[src/rtl/cal_readout_pkg.sv]
package cal_readout_pkg;

  typedef enum logic [3:0] {
    OP_NOP = 4'd0,
    OP_MRS = 4'd1,
    OP_ACT = 4'd2,
    OP_RD  = 4'd3,
    OP_RDA = 4'd4,
    OP_WR  = 4'd5,
    OP_PRE = 4'd6,
    OP_REF = 4'd7,
    OP_SRE = 4'd8,
    OP_PDE = 4'd9
  } cal_op_e;

  localparam int CAL_MR_INDEX = 3;

endpackage

[src/rtl/cal_cmd_decode.sv]
module cal_cmd_decode
  import cal_readout_pkg::*;
#(
  parameter int BANK_W = 3
) (
  input  logic              clk,
  input  logic              rst,
  input  logic [3:0]        op_raw,
  input  logic [BANK_W-1:0] bank,
  input  logic [2:0]        addr,
  input  logic              banks_idle,
  output logic              mode_on,
  output logic [1:0]        loc_q,
  output logic              pat_rd,
  output logic              fwd,
  output logic              reject,
  output logic              trk_open,
  output logic              trk_close
);

  cal_op_e    op;
  logic       is_mr3;
  logic       mode_d;
  logic [1:0] loc_d;

  assign op     = cal_op_e'(op_raw);
  assign is_mr3 = (bank == BANK_W'(CAL_MR_INDEX));

  always_comb begin
    mode_d    = mode_on;
    loc_d     = loc_q;
    pat_rd    = 1'b0;
    fwd       = 1'b0;
    reject    = 1'b0;
    trk_open  = 1'b0;
    trk_close = 1'b0;
    case (op)
      OP_MRS: begin
        if (mode_on) begin
          if (is_mr3 && !addr[2]) mode_d = 1'b0;
          else                    reject = 1'b1;
        end else if (is_mr3 && addr[2]) begin
          if (banks_idle) begin
            mode_d = 1'b1;
            loc_d  = addr[1:0];
          end else begin
            reject = 1'b1;
          end
        end
      end
      OP_RD, OP_RDA: begin
        if (mode_on) begin
          pat_rd = 1'b1;
        end else begin
          fwd       = 1'b1;
          trk_close = (op == OP_RDA);
        end
      end
      OP_ACT: begin
        if (mode_on) reject = 1'b1;
        else begin
          fwd      = 1'b1;
          trk_open = 1'b1;
        end
      end
      OP_PRE: begin
        if (mode_on) reject = 1'b1;
        else begin
          fwd       = 1'b1;
          trk_close = 1'b1;
        end
      end
      OP_WR, OP_REF, OP_SRE, OP_PDE: begin
        if (mode_on) reject = 1'b1;
        else         fwd    = 1'b1;
      end
      default: ;
    endcase
  end

  always_ff @(posedge clk) begin
    if (rst) begin
      mode_on <= 1'b0;
      loc_q   <= 2'd0;
    end else begin
      mode_on <= mode_d;
      loc_q   <= loc_d;
    end
  end

endmodule

[src/rtl/cal_bank_track.sv]
module cal_bank_track #(
  parameter int BANK_W = 3,
  parameter int TRP    = 6
) (
  input  logic              clk,
  input  logic              rst,
  input  logic [BANK_W-1:0] bank,
  input  logic              open_req,
  input  logic              close_req,
  output logic              banks_idle
);

  localparam int NB = 1 << BANK_W;
  localparam int CW = (TRP < 2) ? 1 : $clog2(TRP);

  logic [NB-1:0] open_q;
  logic [CW-1:0] rec_cnt;

  for (genvar i = 0; i < NB; i++) begin : g_bank
    logic hit;
    assign hit = (bank == BANK_W'(i));
    always_ff @(posedge clk) begin
      if (rst)                   open_q[i] <= 1'b0;
      else if (hit && open_req)  open_q[i] <= 1'b1;
      else if (hit && close_req) open_q[i] <= 1'b0;
    end
  end

  always_ff @(posedge clk) begin
    if (rst)                 rec_cnt <= '0;
    else if (close_req)      rec_cnt <= CW'(TRP - 1);
    else if (rec_cnt != '0)  rec_cnt <= rec_cnt - 1'b1;
  end

  assign banks_idle = (open_q == '0) && (rec_cnt == '0);

endmodule

[src/rtl/cal_pattern_burst.sv]
module cal_pattern_burst #(
  parameter int DQ_W = 16,
  parameter int CL   = 5,
  parameter int BL   = 8
) (
  input  logic            clk,
  input  logic            rst,
  input  logic            start,
  input  logic [1:0]      loc,
  output logic            rd_valid,
  output logic [DQ_W-1:0] rd_data
);

  localparam int BW = $clog2(BL);

  logic [CL-1:0] dv;
  logic [1:0]    dl [CL];
  logic          active;
  logic [BW-1:0] beat;
  logic [1:0]    hold_loc;

  function automatic logic [DQ_W-1:0] beat_word(input logic [1:0] l, input logic [BW-1:0] b);
    return (l == 2'd0) ? {DQ_W{b[0]}} : '0;
  endfunction

  always_ff @(posedge clk) begin
    if (rst) dv[0] <= 1'b0;
    else     dv[0] <= start;
    dl[0] <= loc;
  end

  for (genvar i = 1; i < CL; i++) begin : g_lat
    always_ff @(posedge clk) begin
      if (rst) dv[i] <= 1'b0;
      else     dv[i] <= dv[i-1];
      dl[i] <= dl[i-1];
    end
  end

  always_ff @(posedge clk) begin
    if (rst) begin
      active   <= 1'b0;
      beat     <= '0;
      hold_loc <= 2'd0;
      rd_valid <= 1'b0;
      rd_data  <= '0;
    end else if (dv[CL-1]) begin
      active   <= 1'b1;
      beat     <= BW'(1);
      hold_loc <= dl[CL-1];
      rd_valid <= 1'b1;
      rd_data  <= beat_word(dl[CL-1], '0);
    end else if (active) begin
      rd_valid <= 1'b1;
      rd_data  <= beat_word(hold_loc, beat);
      beat     <= beat + 1'b1;
      if (beat == BW'(BL - 1)) active <= 1'b0;
    end else begin
      rd_valid <= 1'b0;
      rd_data  <= '0;
    end
  end

endmodule

[src/rtl/cal_readout_ctrl.sv]
module cal_readout_ctrl #(
  parameter int BANK_W = 3,
  parameter int DQ_W   = 16,
  parameter int CL     = 5,
  parameter int TRP    = 6,
  parameter int BL     = 8
) (
  input  logic              clk,
  input  logic              rst,
  input  logic [3:0]        cmd_op,
  input  logic [BANK_W-1:0] cmd_bank,
  input  logic [2:0]        cmd_addr,
  output logic              core_fwd,
  output logic              rd_valid,
  output logic [DQ_W-1:0]   rd_data,
  output logic              err
);

  logic       mode_on;
  logic [1:0] loc_q;
  logic       pat_rd;
  logic       fwd;
  logic       reject;
  logic       trk_open;
  logic       trk_close;
  logic       banks_idle;

  cal_cmd_decode #(.BANK_W(BANK_W)) u_dec (
    .clk        (clk),
    .rst        (rst),
    .op_raw     (cmd_op),
    .bank       (cmd_bank),
    .addr       (cmd_addr),
    .banks_idle (banks_idle),
    .mode_on    (mode_on),
    .loc_q      (loc_q),
    .pat_rd     (pat_rd),
    .fwd        (fwd),
    .reject     (reject),
    .trk_open   (trk_open),
    .trk_close  (trk_close)
  );

  cal_bank_track #(.BANK_W(BANK_W), .TRP(TRP)) u_trk (
    .clk        (clk),
    .rst        (rst),
    .bank       (cmd_bank),
    .open_req   (trk_open),
    .close_req  (trk_close),
    .banks_idle (banks_idle)
  );

  cal_pattern_burst #(.DQ_W(DQ_W), .CL(CL), .BL(BL)) u_burst (
    .clk      (clk),
    .rst      (rst),
    .start    (pat_rd),
    .loc      (loc_q),
    .rd_valid (rd_valid),
    .rd_data  (rd_data)
  );

  always_ff @(posedge clk) begin
    if (rst) begin
      err      <= 1'b0;
      core_fwd <= 1'b0;
    end else begin
      err      <= reject;
      core_fwd <= fwd;
    end
  end

endmodule

[config.mk]
export PLATFORM = sky130hd
export DESIGN_NAME = cal_readout_ctrl
export DESIGN_NICKNAME = d
export VERILOG_FILES = /design/src/rtl/cal_readout_pkg.sv /design/src/rtl/cal_cmd_decode.sv /design/src/rtl/cal_bank_track.sv /design/src/rtl/cal_pattern_burst.sv /design/src/rtl/cal_readout_ctrl.sv
export SDC_FILE = /design/constraint.sdc
export NUM_CORES = 1
export LEC_CHECK = 0
export CORE_UTILIZATION = 50
export CTS_BUF_LIST = sky130_fd_sc_hd__clkbuf_8 sky130_fd_sc_hd__clkbuf_16
export CTS_CLUSTER_SIZE = 30
export DETAILED_ROUTE_END_ITERATION = 8
export PLACE_DENSITY_LB_ADDON = 0.08
export SLEW_MARGIN = 20
export SYNTH_ARGS = -nofsm -noshare
export SYNTH_HDL_FRONTEND = slang
export SYNTH_SLANG_ARGS = --single-unit
[constraint.sdc]
create_clock -name clk -period 2.2 [get_ports clk]
set_input_delay 0.33 -clock clk [delete_from_list [all_inputs] [get_ports clk]]
set_output_delay 0.33 -clock clk [all_outputs]
set_load 0.1 [all_outputs]
### Word-level counts from Yosys, hierarchy flattened

Memory sizes are Yosys's and may differ from the RTL's. A register that Yosys moved wholly into a read port is not among the register bits.
Index checks and enable logic that the tools add are counted.

| word-level totals | value |
|---|---|
| flip-flop bits (word level) | 27 |
| RAM bits | 10 |
| input bits | 12 |
| output and inout port bits | 19 |
| word-level logic and storage cells | 131 |
| memories kept | 1 |

| cells by class | value |
|---|---|
| add/sub/neg operators | 2 |
| eq/ne operators | 17 |
| mux-type cells | 38 |
| bitwise operators | 5 |
| reduce and logical (&&, ||, !) cells | 44 |

Memory list:

| memory | words | width | rd ports | clocked after memory_dff | wr ports | RTL line | RTL |
|---|---|---|---|---|---|---|---|
| u_burst.dl | 5 | 2 | 5 | 1 | 5 | cal_pattern_burst.sv:17 | `logic [1:0] dl [CL];` |

Operators with widths:

| kind | count |
|---|---|
| $mux W1 | 34 |
| $reduce_bool A2 Y1 | 10 |
| $logic_and A1 B1 Y1 | 19 |
| $eq A4 B3 Y1 const B | 4 |
| $eq A3 B3 Y1 const B | 5 |
| $reduce_or A2 Y1 | 5 |
| $eq A4 B2 Y1 const B | 2 |
| $eq A4 B4 Y1 const B | 2 |
| $logic_not A8 Y1 | 1 |
| $reduce_or A8 Y1 | 1 |
| $eq A3 B2 Y1 const B | 2 |
| $logic_not A3 Y1 | 2 |
| $mux W3 | 2 |
| $reduce_or A6 Y1 | 1 |
| $not A1 Y1 | 5 |
| $eq A4 B1 Y1 const B | 1 |
| $pmux W1 S2 | 2 |
| $reduce_and A4 Y1 | 1 |
| $reduce_or A4 Y1 | 1 |
| $add A3 B1 Y3 const B | 1 |
| $eq A3 B1 Y1 const B | 1 |
| $reduce_bool A3 Y1 | 1 |
| $sub A3 B1 Y3 const B | 1 |
| $logic_not A2 Y1 | 1 |
| $logic_not A1 Y1 | 1 |

### Longest topological paths before layout

| logic depth | value |
|---|---|
| depth in word-level cells | 6 |
| mapped depth | 7 |
| gate-level depth less buffers | 7 |

### By module

Synthesis repeated with hierarchy kept, for this count alone.

| second synthesis, totals | value |
|---|---|
| cell total of the unflattened synthesis | 167 |
| area total of the unflattened synthesis | 1,731.7 um^2 |

Modules (own cells, without submodules):

| module | instances | cells an instance | area an instance (um^2) | sequential area each (um^2) |
|---|---|---|---|---|
| cal_pattern_burst | 1 | 65 | 778.2 | 460.4 |
| cal_bank_track | 1 | 65 | 626.9 | 220.2 |
| cal_cmd_decode | 1 | 33 | 274.0 | 60.1 |
| cal_readout_ctrl | 1 | 4 | 52.6 | 40.0 |

### Worst setup path after synthesis

Ideal clock, no wire load.

| timing | value |
|---|---|
| path type | register -> output |
| start point | reg, netlist name u_burst.rd_data[0] |
| end point | out rd_data[10] |
| arrival | 1.608 ns |
| data required time | 1.870 ns |
| setup slack | 0.262 ns |
| stages on the path, launching flop included | 2 |
| path buffers | 1 |
| cells stage by stage | dfxtp_1 > buf_4 |

RTL lines:

| what | RTL line | RTL |
|---|---|---|
| end: declaration | cal_readout_ctrl.sv:15 | `output logic [DQ_W-1:0] rd_data,` |

No word-level cell between the ends.

### Worst setup path in the final report

| timing | value |
|---|---|
| start point | reg u_trk.rec_cnt[0] |
| end point | reg u_dec.mode_on |

| on the way | value |
|---|---|
| cells in the longest elaborated chain, start to end | 5 |

Ends and longest elaborated chain:

| what | RTL line | RTL |
|---|---|---|
| start: declaration | cal_bank_track.sv:17 | `logic [CW-1:0] rec_cnt;` |
| start signal: assignment | cal_bank_track.sv:31 | `else if (close_req) rec_cnt <= CW'(TRP - 1);` |
| start signal: assignment | cal_bank_track.sv:32 | `else if (rec_cnt != '0) rec_cnt <= rec_cnt - 1'b1;` |
| $logic_not A3 Y1 | cal_bank_track.sv:35 | `assign banks_idle = (open_q == '0) && (rec_cnt == '0);` |
| $logic_and A1 B1 Y1 | cal_bank_track.sv:35 |  |
| $mux W1 | cal_cmd_decode.sv:43 | `if (banks_idle) begin` |
| $mux W1 | cal_cmd_decode.sv:42 | `end else if (is_mr3 && addr[2]) begin` |
| $mux W1 | cal_cmd_decode.sv:39 | `if (mode_on) begin` |
| end signal: assignment | cal_cmd_decode.sv:86 | `mode_on <= mode_d;` |
| end: declaration | cal_cmd_decode.sv:12 | `output logic mode_on,` |

No other way between the ends.
A chain may end at the register's enable or synchronous reset.

==> metrics <==
Final setup viols 0; unrepaired setup endpoints after global routing no; worst reg2reg path depth 7; required time worst endpoint 2.41 ns; vias in the first global route 1,121; Layout Skew 0.00707 ns; Setup crit start u_trk.rec_cnt[0]$_SDFFE_PP0P_; Worst-Skew Late Latency 0.29 ns; Worst path top cell family by delay simple AND/OR/NAND/NOR gates; clk slew on worst S/H paths 0.07 ns; largest net degree at the start of global routing 17; slowest stage cell, crit path nor3b_1; status completed; CP Buf/Inv Count 1; reg2reg end u_dec.mode_on$_SDFFE_PP0N_; via count 1,209; Post-Synth XOR/XNOR Area 1.08%; commonest non-fill, non-tap cell in the layout dfxtp_1; CP most frequent cell ha_1; HP Start u_burst.dl[2][1]$_DFF_P_; routing usage on met1 20.4%; post-synthesis compound-gate area fraction 10.7%; startpoint types flip-flop; sequential area share after synthesis 48.2%; TNS Setup 0 ns; met3 global-route usage 5.93%; clk buf depth 2; YS warnings 0; Cell variety after synth 36; post-synth net total 186; Slew Viols, Final 0; Die Area 0.00347 mm2; PortBufs 30; number of CTS-inserted buffers 5; period utilisation layout 80.7%; Hold Vio Cnt, Final 0; Period minus WS final 1.77 ns; GP Congestion 0.837; starting density of the core 53.0%; Cells after Synth 169; fraction of synthesized area in multiplexers 3.79%; share of cells above drive strength 1 20.0%; Max Freq 563 MHz; register bit total from synthesis 39; busiest metal layer after global routing met2; Setup Fix Bufs, Post-CTS 0; first-pass GRT wire length 4.80 mm; post-synthesis simple-gate area fraction 20.7%; power per cell area 772 mW/mm2; worst slew pin tran 0.506 ns; routed len/inst 12.2 um; Antenna diodes 0; DR pass1 iterations 4; Slowest Stage Delay on Critical Path 0.34 ns; worst reg-to-reg setup slack 0.43 ns; Layout Nets 201; Worst Hold Class reg -> reg; antenna violations before repair 0; Clock Sinks 39; Synth-to-Final Area Change 15.3%; Routed Antenna Nets 0; Remaining Overflow, GRT 0; Mean Syn Cell Area 9.58 um2; cell leakage power 0.753 nW; CP endpoint kind flip-flop; Max Cap Violations 0; Crit Path Category reg -> reg; DP HPWL 2.05 mm; Die Ht 58.9 um; relative slew slack 66.2%; CTS tree yes; combinational family with the most area after synthesis simple AND/OR/NAND/NOR gates; DRC violations left 0; most frequent cells in the layout dfxtp_1 (39), buf_4 (21), nor2_1 (15); Iter 0 DRT Violations 57; Vias/cell 5.28; worst flop-to-flop path startpoint u_trk.rec_cnt[0]$_SDFFE_PP0P_; CTS resizes 0; crit path DAT 1.98 ns; Final Util 61.1%; WHS Endpoint u_burst.dl[3][1]$_DFF_P_; critical-path cell list inv_1 > ha_1 > ha_1 > nor3b_1 > and3_2 > a21oi_2 > a211oi_2; die extent in x 58.9 um; Max VDD drop 0.000352 V; met2 Resource Use GR 33.8%; worst-path maximum fanout 5; Adder-Cell Fraction of Synth Area 3.86%; core area 0.00305 mm2; CTS Hold Bufs 0; Hold Crit Depth 0; GR Util All Layers 19.0%; Post-Synthesis Cell Area 0.00162 mm2; Site Rows 20; CTS root buffer clkbuf_8; total I/O pin count 31; H-tree depth reported by CTS 2; Detailed Route WL 2.80 mm
==> worst max-delay path by stage <==
stage / endpoint / slack, ns / cells after the start
after floorplan: rd_data[10] / 0.26 / 1
final: u_dec.mode_on$_SDFFE_PP0N_ / 0.43 / 7
after detailed placement: err$_SDFF_PP0_ / 0.25 / 5
after CTS: u_dec.mode_on$_SDFFE_PP0N_ / 0.40 / 7
after global routing: u_dec.loc_q[1]$_SDFFE_PP0P_ / 0.21 / 7
after global placement: u_trk.open_q[3]$_SDFFE_PP0P_ / 0.30 / 5
==> power by group <==
part	switching (mW)	total, mW	internal, mW
sequential	0.0127	0.741	0.728
clock	0.234	0.451	0.216
combinational	0.143	0.250	0.107
total	0.389	1.44	1.05
==> per-stage QoR <==
step           cell area, um2  setup slack [ns]  hold slack, ns  std cells  power [mW]
3_3_place_gp             1780             0.297           0.310        221       0.998
4_1_cts                  1870             0.402           0.330        229        1.46
3_5_place_dp             1780             0.247           0.313        221        1.01
6_report                 1870             0.425           0.327        229        1.44
5_1_grt                  1870             0.209           0.334        229        1.52
2_1_floorplan            1620             0.262           0.310        169       0.939
==> registers in the layout (all words and copies together) (netlist names) <==
register,flops
u_burst.dl,10
u_trk.open_q,8
u_burst.dv,5
u_burst.beat,3
u_trk.rec_cnt,3
u_burst.hold_loc,2
u_dec.loc_q,2
core_fwd,1
err,1
u_burst.active,1
u_burst.rd_data,1
u_burst.rd_valid,1
u_dec.mode_on,1
==> metal layers <==
layer  routed length, um  share of wire (%)
met5                   0                  0
met4                  62                2.2
met3                 181                6.5
met2                1360                 48
met1                1200                 43
==> synth_stat cells <==
| cell type | count | area share (%) |
|---|---|---|
| o21ai_0 | 6 | 1.9 |
| dfxtp_1 | 39 | 48 |
| nand3_1 | 7 | 2.2 |
| ha_1 | 5 | 3.9 |
| clkbuf_1 | 5 | 1.2 |
| and3_1 | 1 | 0.39 |
| nand2_1 | 3 | 0.70 |
| nor4_1 | 1 | 0.39 |
| a32oi_1 | 3 | 1.6 |
| nor3_1 | 6 | 1.9 |
| a211oi_2 | 1 | 0.77 |
| and3_2 | 1 | 0.46 |
| and2_1 | 1 | 0.39 |
| nand3b_1 | 1 | 0.46 |
| mux2i_1 | 5 | 3.1 |
| a21oi_2 | 1 | 0.54 |
| and3b_2 | 1 | 0.62 |
| nand4_1 | 4 | 1.5 |
| o41ai_1 | 2 | 1.1 |
| a22oi_1 | 1 | 0.46 |
| mux2_2 | 1 | 0.70 |
| nor2_1 | 15 | 3.5 |
| or3_1 | 2 | 0.77 |
| inv_1 | 8 | 1.9 |
| nor2b_1 | 8 | 3.1 |
| buf_2 | 1 | 0.31 |
| nor4b_2 | 2 | 1.9 |
| and2_4 | 1 | 0.54 |
| a21oi_1 | 11 | 3.4 |
| nor3b_1 | 2 | 0.93 |
| and3b_1 | 1 | 0.54 |
| nor4b_1 | 1 | 0.54 |
| o211ai_1 | 1 | 0.46 |
| buf_4 | 18 | 8.3 |
| a211oi_1 | 1 | 0.46 |
| xor2_1 | 2 | 1.1 |
==> logic make-up after synthesis <==
| family | count (synthesis) |
|---|---|
| and+or+nand+nor | 58 |
| DFF | 39 |
| buffers and inverters | 32 |
| AOI/OAI and AO/OA | 27 |
| muxes | 6 |
| adders and majority gates | 5 |
| xor gates and xnor gates | 2 |
==> area by class of cell <==
type / instances / area [um2]
Clock inverter: 3 / 15.0
Inverter: 8 / 30.0
Multi-Input combinational cell: 98 / 649
Clock buffer: 5 / 68.8
Tap cell: 44 / 55.1
Sequential cell: 39 / 781
Timing Repair Buffer: 32 / 268
Fill cell: 253 / 1190
Power figures use the tool's default switching activity.
